===== config.mk =====
export PLATFORM = sky130hd
export DESIGN_NAME = tape_play_serializer
export DESIGN_NICKNAME = d
export VERILOG_FILES = /design/src/rtl/tape_play_pkg.sv /design/src/rtl/tape_pulse_gen.sv /design/src/rtl/tape_frame_seq.sv /design/src/rtl/tape_status.sv /design/src/rtl/tape_play_serializer.sv
export SDC_FILE = /design/constraint.sdc
export NUM_CORES = 1
export LEC_CHECK = 0
export ABC_AREA = 1
export BUFFER_PORTS_ARGS = -buffer_cell sky130_fd_sc_hd__buf_2
export CAP_MARGIN = 20
export CORE_ASPECT_RATIO = 1.25
export CORE_MARGIN = 1.5
export CORE_UTILIZATION = 65
export CTS_CLUSTER_DIAMETER = 100
export CTS_CLUSTER_SIZE = 30
export DETAILED_ROUTE_END_ITERATION = 16
export PLACE_DENSITY = 0.85
export SYNTH_ARGS = -nofsm -noshare
export SYNTH_HDL_FRONTEND = slang
export SYNTH_HIERARCHICAL = 1
export SYNTH_SLANG_ARGS = --single-unit

===== constraint.sdc =====
create_clock -name clk -period 3.55 [get_ports clk]
set_input_delay 0.1775 -clock clk [delete_from_list [all_inputs] [get_ports clk]]
set_output_delay 0.1775 -clock clk [all_outputs]
set_load 0.05 [all_outputs]

===== src/rtl/tape_play_pkg.sv =====
package tape_play_pkg;

   localparam int HDR_BYTES   = 128;
   localparam int LEN_LO_OFS  = 18;
   localparam int LEN_HI_OFS  = 19;
   localparam int MAX_SHIFT   = 5;

   typedef enum logic [2:0] {
      PH_IDLE,
      PH_TONE_H,
      PH_HDR,
      PH_TONE_D,
      PH_DATA,
      PH_DRAIN
   } phase_e;

   typedef enum logic [1:0] {
      BS_FETCH,
      BS_LATCH,
      BS_SEND
   } byte_st_e;

   typedef enum logic [1:0] {
      PG_IDLE,
      PG_HIGH,
      PG_LOW
   } pulse_st_e;

   function automatic logic [2:0] clamp_speed(input logic [2:0] code);
      return (code > 3'(MAX_SHIFT)) ? 3'(MAX_SHIFT) : code;
   endfunction

endpackage


===== src/rtl/tape_pulse_gen.sv =====
module tape_pulse_gen
   import tape_play_pkg::*;
#(
   parameter int LONG_CYC  = 92800,
   parameter int SHORT_CYC = 48000
) (
   input  logic       clk,
   input  logic       rst_n,
   input  logic       clr_i,
   input  logic       run_i,
   input  logic       bit_valid_i,
   input  logic       bit_i,
   input  logic [2:0] speed_i,
   output logic       ready_o,
   output logic       pulse_o
);

   localparam int CW = $clog2(LONG_CYC + 1);

   initial begin
      assert (SHORT_CYC >= (1 << MAX_SHIFT))
         else $error("tape_pulse_gen: SHORT_CYC too small for 32x");
      assert (LONG_CYC > SHORT_CYC)
         else $error("tape_pulse_gen: LONG_CYC must exceed SHORT_CYC");
   end

   logic [CW-1:0] long_tab  [0:MAX_SHIFT];
   logic [CW-1:0] short_tab [0:MAX_SHIFT];

   for (genvar g = 0; g <= MAX_SHIFT; g++) begin : g_tab
      assign long_tab[g]  = CW'(LONG_CYC >> g);
      assign short_tab[g] = CW'(SHORT_CYC >> g);
   end

   pulse_st_e     state;
   logic [CW-1:0] cnt;
   logic [2:0]    sh_q;
   logic [2:0]    sh_now;
   logic          pulse_q;

   assign sh_now  = clamp_speed(speed_i);
   assign ready_o = (state == PG_IDLE);
   assign pulse_o = pulse_q;

   always_ff @(posedge clk) begin
      if (!rst_n || clr_i) begin
         state   <= PG_IDLE;
         cnt     <= '0;
         sh_q    <= '0;
         pulse_q <= 1'b0;
      end else if (run_i) begin
         case (state)
            PG_IDLE: begin
               if (bit_valid_i) begin
                  state   <= PG_HIGH;
                  pulse_q <= 1'b1;
                  sh_q    <= sh_now;
                  cnt     <= bit_i ? long_tab[sh_now] : short_tab[sh_now];
               end
            end
            PG_HIGH: begin
               if (cnt == CW'(1)) begin
                  state   <= PG_LOW;
                  pulse_q <= 1'b0;
                  cnt     <= short_tab[sh_q];
               end else begin
                  cnt <= cnt - 1'b1;
               end
            end
            PG_LOW: begin
               if (cnt == CW'(1)) begin
                  state <= PG_IDLE;
               end else begin
                  cnt <= cnt - 1'b1;
               end
            end
            default: state <= PG_IDLE;
         endcase
      end
   end


   hold_chk: assert property (@(posedge clk) disable iff (!rst_n)
      (!run_i && !clr_i) |=> $stable(pulse_o));


   idle_low_chk: assert property (@(posedge clk) disable iff (!rst_n)
      (state == PG_IDLE && !clr_i && !(run_i && bit_valid_i)) |=> !pulse_o);

endmodule


===== src/rtl/tape_frame_seq.sv =====
module tape_frame_seq
   import tape_play_pkg::*;
#(
   parameter int TONE_BITS = 256,
   parameter int LEN_W     = 16,
   localparam int AW       = LEN_W + 1
) (
   input  logic          clk,
   input  logic          rst_n,
   input  logic          start_i,
   input  logic          run_i,
   input  logic          pg_ready_i,
   output logic [AW-1:0] cache_addr_o,
   input  logic [7:0]    cache_data_i,
   output logic          bit_valid_o,
   output logic          bit_o,
   output logic          finished_o
);

   localparam int TW = $clog2(TONE_BITS + 1);

   initial begin
      assert (TONE_BITS >= 1) else $error("tape_frame_seq: TONE_BITS must be at least 1");
      assert (LEN_W >= 8) else $error("tape_frame_seq: LEN_W must be at least 8");
   end

   phase_e           phase;
   byte_st_e         bst;
   logic [LEN_W-1:0] byte_idx;
   logic [LEN_W-1:0] len_q;
   logic [3:0]       bit_cnt;
   logic [TW-1:0]    tone_cnt;
   logic [7:0]       shreg;
   logic             in_tone;
   logic             in_bytes;
   logic             accept;
   logic             last_byte;

   assign in_tone   = (phase == PH_TONE_H) || (phase == PH_TONE_D);
   assign in_bytes  = (phase == PH_HDR) || (phase == PH_DATA);
   assign bit_valid_o = in_tone || (in_bytes && bst == BS_SEND);
   assign bit_o     = in_tone ? 1'b0 : ((bit_cnt == 4'd0) ? 1'b1 : shreg[7]);
   assign accept    = run_i && pg_ready_i && bit_valid_o;
   assign last_byte = (phase == PH_HDR) ? (byte_idx == LEN_W'(HDR_BYTES - 1))
                                        : (byte_idx == len_q - 1'b1);
   assign finished_o = run_i && (phase == PH_DRAIN) && pg_ready_i;
   assign cache_addr_o = (phase == PH_DATA) ? (AW'(HDR_BYTES) + AW'(byte_idx))
                                            : AW'(byte_idx);

   always_ff @(posedge clk) begin
      if (!rst_n) begin
         phase    <= PH_IDLE;
         bst      <= BS_FETCH;
         byte_idx <= '0;
         len_q    <= '0;
         bit_cnt  <= '0;
         tone_cnt <= '0;
         shreg    <= '0;
      end else if (start_i) begin
         phase    <= PH_TONE_H;
         bst      <= BS_FETCH;
         byte_idx <= '0;
         len_q    <= '0;
         bit_cnt  <= '0;
         tone_cnt <= '0;
      end else if (run_i) begin
         case (phase)
            PH_TONE_H, PH_TONE_D: begin
               if (accept) begin
                  if (tone_cnt == TW'(TONE_BITS - 1)) begin
                     tone_cnt <= '0;
                     phase    <= (phase == PH_TONE_H) ? PH_HDR : PH_DATA;
                     bst      <= BS_FETCH;
                     byte_idx <= '0;
                  end else begin
                     tone_cnt <= tone_cnt + 1'b1;
                  end
               end
            end
            PH_HDR, PH_DATA: begin
               case (bst)
                  BS_FETCH: bst <= BS_LATCH;
                  BS_LATCH: begin
                     shreg   <= cache_data_i;
                     bit_cnt <= '0;
                     bst     <= BS_SEND;
                     if (phase == PH_HDR && byte_idx == LEN_W'(LEN_LO_OFS))
                        len_q[7:0] <= cache_data_i;
                     if (phase == PH_HDR && byte_idx == LEN_W'(LEN_HI_OFS))
                        len_q[LEN_W-1:8] <= (LEN_W-8)'(cache_data_i);
                  end
                  default: begin
                     if (accept) begin
                        if (bit_cnt != 4'd0)
                           shreg <= {shreg[6:0], 1'b0};
                        if (bit_cnt == 4'd8) begin
                           bst     <= BS_FETCH;
                           bit_cnt <= '0;
                           if (last_byte) begin
                              byte_idx <= '0;
                              if (phase == PH_HDR && len_q != '0)
                                 phase <= PH_TONE_D;
                              else
                                 phase <= PH_DRAIN;
                           end else begin
                              byte_idx <= byte_idx + 1'b1;
                           end
                        end else begin
                           bit_cnt <= bit_cnt + 1'b1;
                        end
                     end
                  end
               endcase
            end
            PH_DRAIN: begin
               if (pg_ready_i)
                  phase <= PH_IDLE;
            end
            default: phase <= PH_IDLE;
         endcase
      end
   end


   data_len_chk: assert property (@(posedge clk) disable iff (!rst_n)
      (phase == PH_DATA) |-> (len_q != '0));


   data_addr_chk: assert property (@(posedge clk) disable iff (!rst_n)
      (phase == PH_DATA && bst == BS_FETCH) |-> (cache_addr_o >= AW'(HDR_BYTES)));

endmodule


===== src/rtl/tape_status.sv =====
module tape_status (
   input  logic clk,
   input  logic rst_n,
   input  logic load_i,
   input  logic finished_i,
   input  logic play_btn_i,
   input  logic motor_on_i,
   output logic loaded_o,
   output logic image_ready_o,
   output logic playing_o,
   output logic sense_o
);

   always_ff @(posedge clk) begin
      if (!rst_n) begin
         loaded_o      <= 1'b0;
         image_ready_o <= 1'b0;
         playing_o     <= 1'b0;
         sense_o       <= 1'b0;
      end else begin
         if (load_i) begin
            loaded_o      <= 1'b1;
            image_ready_o <= 1'b1;
         end else if (finished_i) begin
            image_ready_o <= 1'b0;
         end
         playing_o <= image_ready_o && play_btn_i && motor_on_i;
         sense_o   <= loaded_o && play_btn_i;
      end
   end


   load_chk: assert property (@(posedge clk) disable iff (!rst_n)
      load_i |=> (image_ready_o && loaded_o));


   ready_clear_chk: assert property (@(posedge clk) disable iff (!rst_n)
      (finished_i && !load_i) |=> (!image_ready_o && loaded_o));


   playing_chk: assert property (@(posedge clk) disable iff (!rst_n)
      playing_o |-> loaded_o);

endmodule


===== src/rtl/tape_play_serializer.sv =====
module tape_play_serializer
   import tape_play_pkg::*;
#(
   parameter int LONG_CYC  = 92800,
   parameter int SHORT_CYC = 48000,
   parameter int TONE_BITS = 256,
   parameter int LEN_W     = 16,
   localparam int AW       = LEN_W + 1
) (
   input  logic          clk,
   input  logic          rst_n,
   input  logic          image_load_i,
   input  logic          play_btn_i,
   input  logic          motor_on_i,
   input  logic [2:0]    speed_sel_i,
   output logic [AW-1:0] cache_raddr_o,
   input  logic [7:0]    cache_rdata_i,
   output logic          tape_bit_o,
   output logic          tape_sense_o,
   output logic          image_ready_o,
   output logic          playing_o,
   output logic          loaded_o
);

   logic run;
   logic pg_ready;
   logic bit_valid;
   logic bit_val;
   logic finished;

   assign run = playing_o;

   tape_frame_seq #(
      .TONE_BITS (TONE_BITS),
      .LEN_W     (LEN_W)
   ) u_seq (
      .clk          (clk),
      .rst_n        (rst_n),
      .start_i      (image_load_i),
      .run_i        (run),
      .pg_ready_i   (pg_ready),
      .cache_addr_o (cache_raddr_o),
      .cache_data_i (cache_rdata_i),
      .bit_valid_o  (bit_valid),
      .bit_o        (bit_val),
      .finished_o   (finished)
   );

   tape_pulse_gen #(
      .LONG_CYC  (LONG_CYC),
      .SHORT_CYC (SHORT_CYC)
   ) u_pulse (
      .clk         (clk),
      .rst_n       (rst_n),
      .clr_i       (image_load_i),
      .run_i       (run),
      .bit_valid_i (bit_valid),
      .bit_i       (bit_val),
      .speed_i     (speed_sel_i),
      .ready_o     (pg_ready),
      .pulse_o     (tape_bit_o)
   );

   tape_status u_status (
      .clk           (clk),
      .rst_n         (rst_n),
      .load_i        (image_load_i),
      .finished_i    (finished),
      .play_btn_i    (play_btn_i),
      .motor_on_i    (motor_on_i),
      .loaded_o      (loaded_o),
      .image_ready_o (image_ready_o),
      .playing_o     (playing_o),
      .sense_o       (tape_sense_o)
   );


   no_pulse_idle_chk: assert property (@(posedge clk) disable iff (!rst_n)
      (!playing_o && !tape_bit_o) |=> !tape_bit_o);

endmodule


==> metrics.md, run 1 <==
| Metric | Value |
|---|---|
| Status | completed |
| Cts hold-fix bufs | 0 |
| Crit share post-route | 76.1% |
| Post-route DRC | 0 |
| Vias in the first global route | 5783 |
| Grt total ovfl | 0 |
| Total global routing track utilization | 35.3% |
| Clk pin slew, worst setup/hold paths | 0.09 ns |
| Share of cells above drive strength 1 | 10.4% |
| Fill cells | 759 |
| Yosys top cell area share | 28.7% |
| Initial antenna violation count | 0 |
| Yosys reg bits | 85 |
| Core area | 8750 um2 |
| CTS tree | built |
| # rows | 38 |
| Vias | 6125 |
| Routed WL | 16200 um |
| DRT antenna net count | 0 |
| Setup TNS | 0 ns |
| Pre-CTS WS | 0.899 ns |
| CP max stage delay | 0.50 ns |
| Synth unique cells | 45 |
| H-tree levels | 3 |
| Fin crit period | 2.70 ns |
| Slew HR | 37.4% |
| Cts repair resizes | 0 |
| Vias per Instance | 5.77 |
| Gp weighted congestion | 0.953 |
| Starting Density | 67.7% |
| Pin count of the biggest net entering global routing | 34 |
| Crit path max-delay cell type | dfxtp_1 |
| Later-pin clock latency in the skew report | 0.36 ns |
| Inserted Clock Buffers | 9 |
| Synth Flop Type | dfxtp_1 |
| Unrepaired setup endpoints after global routing | no |
| First-pass GRT wire length | 26600 um |
| Detailed Place HPWL | 12200 um |
| Clock sinks | 85 |
| Deepest clock path buffer count | 2 |
| Fmax | 0.370 GHz |
| Final WS setup | 0.849 ns |
| Crit-path cells | nand3_2 > buf_4 > inv_2 > nor2_4 > inv_6 > nand3_4 > nand2_4 > nand3_4 > nor2_2 > nand4_1 > inv_2 > nand2_1 > nor2_1 > xor2_1 > nor2_1 |
| CP Data Required Time | 3.79 ns |
| Syn avg cell area | 6.46 um2 |
| Synth Instances | 917 |
| M1 WL | 5980 um |
| Avg WL per Cell | 15.3 um |
| Setup Fix Bufs, Post-CTS | 0 |
| Pwr Density | 306 nW/um2 |
| Yosys warnings | 6 |
| Slew @ Worst Pin | 0.936 ns |
| Layout Skew | 0.00910 ns |
| Crit end category | flip-flop |
| Post-route non-filler standard cell count | 1061 |
| Initial DRC count | 495 |
| Routed wl met3 | 875 um |
| Uppermost layer routed | met4 |
| Max-cap check violation count | 0 |
| Io pins | 38 |
| Critical Path AT | 2.94 ns |
| Root Driver | clkbuf_8 |
| Die X | 88.4 um |
| Seq/Total Area, Yosys | 28.7% |
| Crit path kind | reg -> reg |
| Die area | 9700 um2 |
| Hold Crit Class | in -> reg |
| Startpoint Class | flip-flop |
| Diode count | 0 |
| Crit-path max FO | 33 |
| # port buffers | 37 |
| Yosys top cell by area | dfxtp_1 |
| Die Span Y | 110 um |
| Largest delay share family, worst path | simple AND/OR/NAND/NOR gates |
| Mapped Nets | 950 |
| Final setup fails | 0 |
| Final Max Tran Viols | 0 |
| Synthesized area | 5930 um2 |
| Metal2 WL | 8330 um |
| Bufs and invs on worst path | 4 |
| Synth-to-Final Area Change | 6.54% |
| Placed Cells | 1046 |
| Synth top area cells | dfxtp_1 29%, nand2_1 13%, nor2_1 7.3% |
| Ys async rst share | 0% |
| Final hold vios | 0 |
| NumNets Final | 970 |
| VDD IR-drop max | 0.300 mV |
| P_leak | 2.83 nW |
| Number of synthesized flops with an enable pin | 0 |
| Highest-count cells in the layout ignoring fill and taps | 206 x nand2_1, 115 x nor2_1, 105 x inv_1 |
| Detailed Routing Iterations Pass 1 | 5 |
| Most common cell after layout, fill and taps aside | nand2_1 |
## synthesized netlist by cell type, types with 4 or more instances
cell type	number
a211oi_1	6
a21oi_1	62
a31oi_1	4
buf_2	5
buf_4	9
buf_6	5
clkbuf_1	11
dfxtp_1	85
ha_1	17
inv_1	105
inv_2	6
nand2_1	206
nand2_2	5
nand3_1	74
nand4_1	25
nor2_1	115
nor2_2	5
nor2_4	6
nor3_1	15
nor4_1	5
o21ai_0	57
o21ai_1	13
o22ai_1	4
xnor2_1	9
xor2_1	27
## registers in the layout, indices dropped and copies added, names as in the netlist, 2 cells and up
name and cells:
u_seq/shreg 8, u_seq/tone_cnt 9, u_seq/len_q 16, u_seq/phase 3, u_pulse/sh_q 3, u_seq/bit_cnt 4, u_pulse/cnt 17, u_pulse/state 2
u_seq/bst 2, u_seq/byte_idx 16
## report_power, final
part / leakage, nW / internal, W / total, W / switching [W]
combinational: 2.03 / 0.0000403 / 0.000142 / 0.000101
clock: 0.116 / 0.000465 / 0.000826 / 0.000362
sequential: 0.686 / 0.000958 / 0.000963 / 0.00000568
## tightest hold or removal path, delay by kind of cell
kind,cells,cell delay [ns]
buffers and inverters,1,0.10
and+or+nand+nor,2,0.09
## metal layers
| metal | up-vias | GRT usage (%) |
|---|---|---|
| li1 | 3028 | - |
| met1 | 2771 | 36.4 |
| met4 | 0 | 23.0 |
| met2 | 244 | 63.7 |
| met3 | 82 | 7.36 |
| met5 | - | 0 |
## stage by stage
stage,area [um2],utilization (%),power [W],hold slack [ns]
after CTS,6310,72.2,0.00194,0.0238
final,6310,72.2,0.00193,0.0403
after global placement,6080,69.5,0.00112,0.399
after global routing,6310,72.2,0.00199,0.0466
after detailed placement,6080,69.5,0.00112,0.423
after floorplan,5930,-,0.00108,0.291
## kinds of logic after synthesis
kind of cell | Yosys count | share of synthesized area, %
xor+xnor | 36 | 5.32
simple gates | 476 | 37.1
buf+inv | 145 | 10.8
fa+ha+maj | 17 | 3.59
flops | 85 | 28.7
compound gates | 158 | 14.5
## cell type report
cell class              count  area, um2  share of cell area [%]
multi-input cells         687       3580                    56.7
flip-flops and latches     85       1700                    26.9
inverters                 113        429                    6.80
repair buffers             41        215                    3.41
well taps                 120        150                    2.38
clock buffers               9        124                    1.96
clock inverters             6        111                    1.76
## path summary, 6_finish.rpt
path / slack, ns / cells after the start / startpoint / end
worst max register to register: 0.85 / 15 / u_seq/phase[1]$_SDFFE_PP0P_ / u_seq/byte_idx[12]$_SDFFE_PP0P_
worst min-delay path: 0.04 / 3 / motor_on_i / u_status/playing_o$_SDFF_PN0_
worst min register to register: 0.46 / 2 / u_seq/tone_cnt[8]$_SDFFE_PP0P_ / u_seq/tone_cnt[8]$_SDFFE_PP0P_
worst max-delay path: 0.85 / 15 / u_seq/phase[1]$_SDFFE_PP0P_ / u_seq/byte_idx[12]$_SDFFE_PP0P_
Note: power is estimated with default switching activity, not from simulation.
==> inputs of run 2 (changes only) <==
CORE_UTILIZATION = 56   (was 65)
PLACE_DENSITY = 0.77   (was 0.85)
clock period = 2.3 ns   (was 3.55 ns; I/O delays follow)
==> metrics.md, run 2 (synthesis results as in run 1) <==
| Metric | Value |
|---|---|
| Core area | 10200 um2 |
| # port buffers | 37 |
| Inserted Clock Buffers | 9 |
| Top reg by flops | u_pulse/cnt |
| Initial antenna violation count | 0 |
| Grt total ovfl | 0 |
| Regs by FF count | u_pulse/cnt: 17 flops, u_seq/byte_idx: 16 flops, u_seq/len_q: 16 flops |
| Pin count of the biggest net entering global routing | 33 |
| Startpoint Class | flip-flop |
| M2 GR Usage | 47.4% |
| Crit path kind | reg -> out |
| RR Endpoint | u_seq/byte_idx[14]$_SDFFE_PP0P_ |
| Die area | 11200 um2 |
| Gp weighted congestion | 0.968 |
| Avg WL per Cell | 13.8 um |
| P_leak | 2.99 nW |
| Critical Path AT | 2.01 ns |
| Crit path max-delay cell type | dfxtp_2 |
| Initial DRC count | 375 |
| Worst Setup EP | cache_raddr_o[15] |
| Fin crit period | 2.12 ns |
| Crit end category | primary output |
| Highest-count cells in the layout ignoring fill and taps | 203 x nand2_1, 109 x nor2_1, 104 x inv_1 |
| Most common cell after layout, fill and taps aside | nand2_1 |
| Status | completed |
| VDD IR-drop max | 0.397 mV |
| Diode count | 0 |
| R2r setup slk | 0.20 ns |
| Post-route non-filler standard cell count | 1093 |
| Placed Cells | 1074 |
| Max reg flops | 17 |
| Final hold vios | 0 |
| Setup crit start | u_seq/byte_idx[8]$_SDFFE_PP0P_ |
| Hold Crit Class | in -> reg |
| Die X | 95.0 um |
| Slew @ Worst Pin | 0.555 ns |
| Met1 usage | 32.9% |
| Io pins | 38 |
| Detailed Routing Iterations Pass 1 | 5 |
| Vias per Instance | 5.47 |
| Total global routing track utilization | 27.7% |
| Synth-to-Final Area Change | 12.2% |
| Starting Density | 58.1% |
| Global route hottest layer | met2 |
| Final Max Tran Viols | 0 |
| Vias in the first global route | 5410 |
| Share of cells above drive strength 1 | 14.3% |
| Max-cap check violation count | 0 |
| Later-pin clock latency in the skew report | 0.34 ns |
| Most common cell on crit path | nand2_1 |
| DRT antenna net count | 0 |
| # rows | 41 |
| Fmax | 0.471 GHz |
| Vias | 5980 |
| CP Data Required Time | 2.18 ns |
| Layout Skew | 0.00492 ns |
| Deepest clock path buffer count | 2 |
| Worst R2R Path Depth | 15 |
| Root Driver | clkbuf_16 |
| Die Span Y | 118 um |
| Clk pin slew, worst setup/hold paths | 0.06 ns |
| Overall Power | 0.00323 W |
| Crit share post-route | 92.3% |
| CTS tree | built |
| Detailed Place HPWL | 11400 um |
| Post-route DRC | 0 |
| H-tree levels | 3 |
| First-pass GRT wire length | 24600 um |
| Pwr Density | 485 nW/um2 |
| Worst R2R Start | u_seq/len_q[5]$_SDFFE_PP0P_ |
| Clock sinks | 85 |
| CP max stage delay | 0.39 ns |
| Final setup fails | 0 |
| NumNets Final | 992 |
| Routed WL | 15100 um |
| GR Util met3 | 3.68% |
| Crit-path cells | ha_1 > inv_1 > nor4_2 > nand2_1 > nor2_1 > nand2_1 > xor2_1 > clkbuf_4 |
| Slew HR | 62.6% |
| Crit-path max FO | 6 |
## run 2: cell count changes in the layout (fill, tap and decap cells not counted), sizes merged
| cell | delta |
|---|---|
| clkbuf | +4 |
| buf | +20 |
| bufinv | -2 |
| dlygate4sd3 | +1 |
## run 2: how the worst min path moves through the flow
stage	start	endpoint	cells after the start
after global placement	motor_on_i	u_status/playing_o$_SDFF_PN0_	3
after CTS	motor_on_i	u_status/playing_o$_SDFF_PN0_	3
after global routing	motor_on_i	u_status/playing_o$_SDFF_PN0_	3
after detailed placement	play_btn_i	u_status/sense_o$_SDFF_PN0_	3
after floorplan	play_btn_i	u_status/playing_o$_SDFF_PN0_	2
final	motor_on_i	u_status/playing_o$_SDFF_PN0_	3
## run 2: critical path, delay by kind of cell (launching register included)
family                   cells  cell delay, ns
XOR/XNOR                     1            0.13
adder cells (fa/ha/maj)      1            0.20
buffers and inverters        2            0.33
flip-flops                   1            0.39
AND/OR/NAND/NOR              4            0.62
## run 2: routing by layer
layer	wire (um)	up-vias
li1	-	3085
met1	6150	2673
met2	7580	178
met3	685	44
met4	674	0
met5	0	-
## run 2: final cells by class
class	count	area [um2]
multi-input combinational	687	3640
clock inverter	4	55.1
clock buffer	12	256
inverter	113	429
sequential	85	1710
fill	957	3560
tap	129	161
timing repair buffer	63	402
## run 2: report_power, final
group	internal (W)	switching [W]	total [W]
Clock	0.000907	0.000607	0.00151
Sequential	0.00148	0.00000793	0.00149
Combinational	0.0000739	0.000152	0.000226
## run 2: what timing repair did
| action | CTS | global route |
|---|---|---|
| setup endpoints to repair | 0 | 33 |
| hold endpoints to repair | 1 | 0 |
| hold buffers | 1 | 0 |
| buffers inserted | 0 | 2 |
| gates resized for setup | 0 | 24 |
## run 2: stage by stage
step / cell area (um2) / setup TNS, ns / hold slack (ns) / utilization (%) / setup WS, ns
after floorplan: 5930 / 0 / 0.229 / - / 0.191
after global placement: 6250 / 0 / 0.345 / 61.2 / 0.130
after detailed placement: 6250 / 0 / 0.360 / 61.2 / 0.0765
after CTS: 6570 / 0 / 0.0104 / 64.4 / 0.00655
after global routing: 6650 / -0.0119 / 0.0131 / 65.2 / -0.0105
final: 6650 / 0 / 0.0170 / 65.2 / 0.176
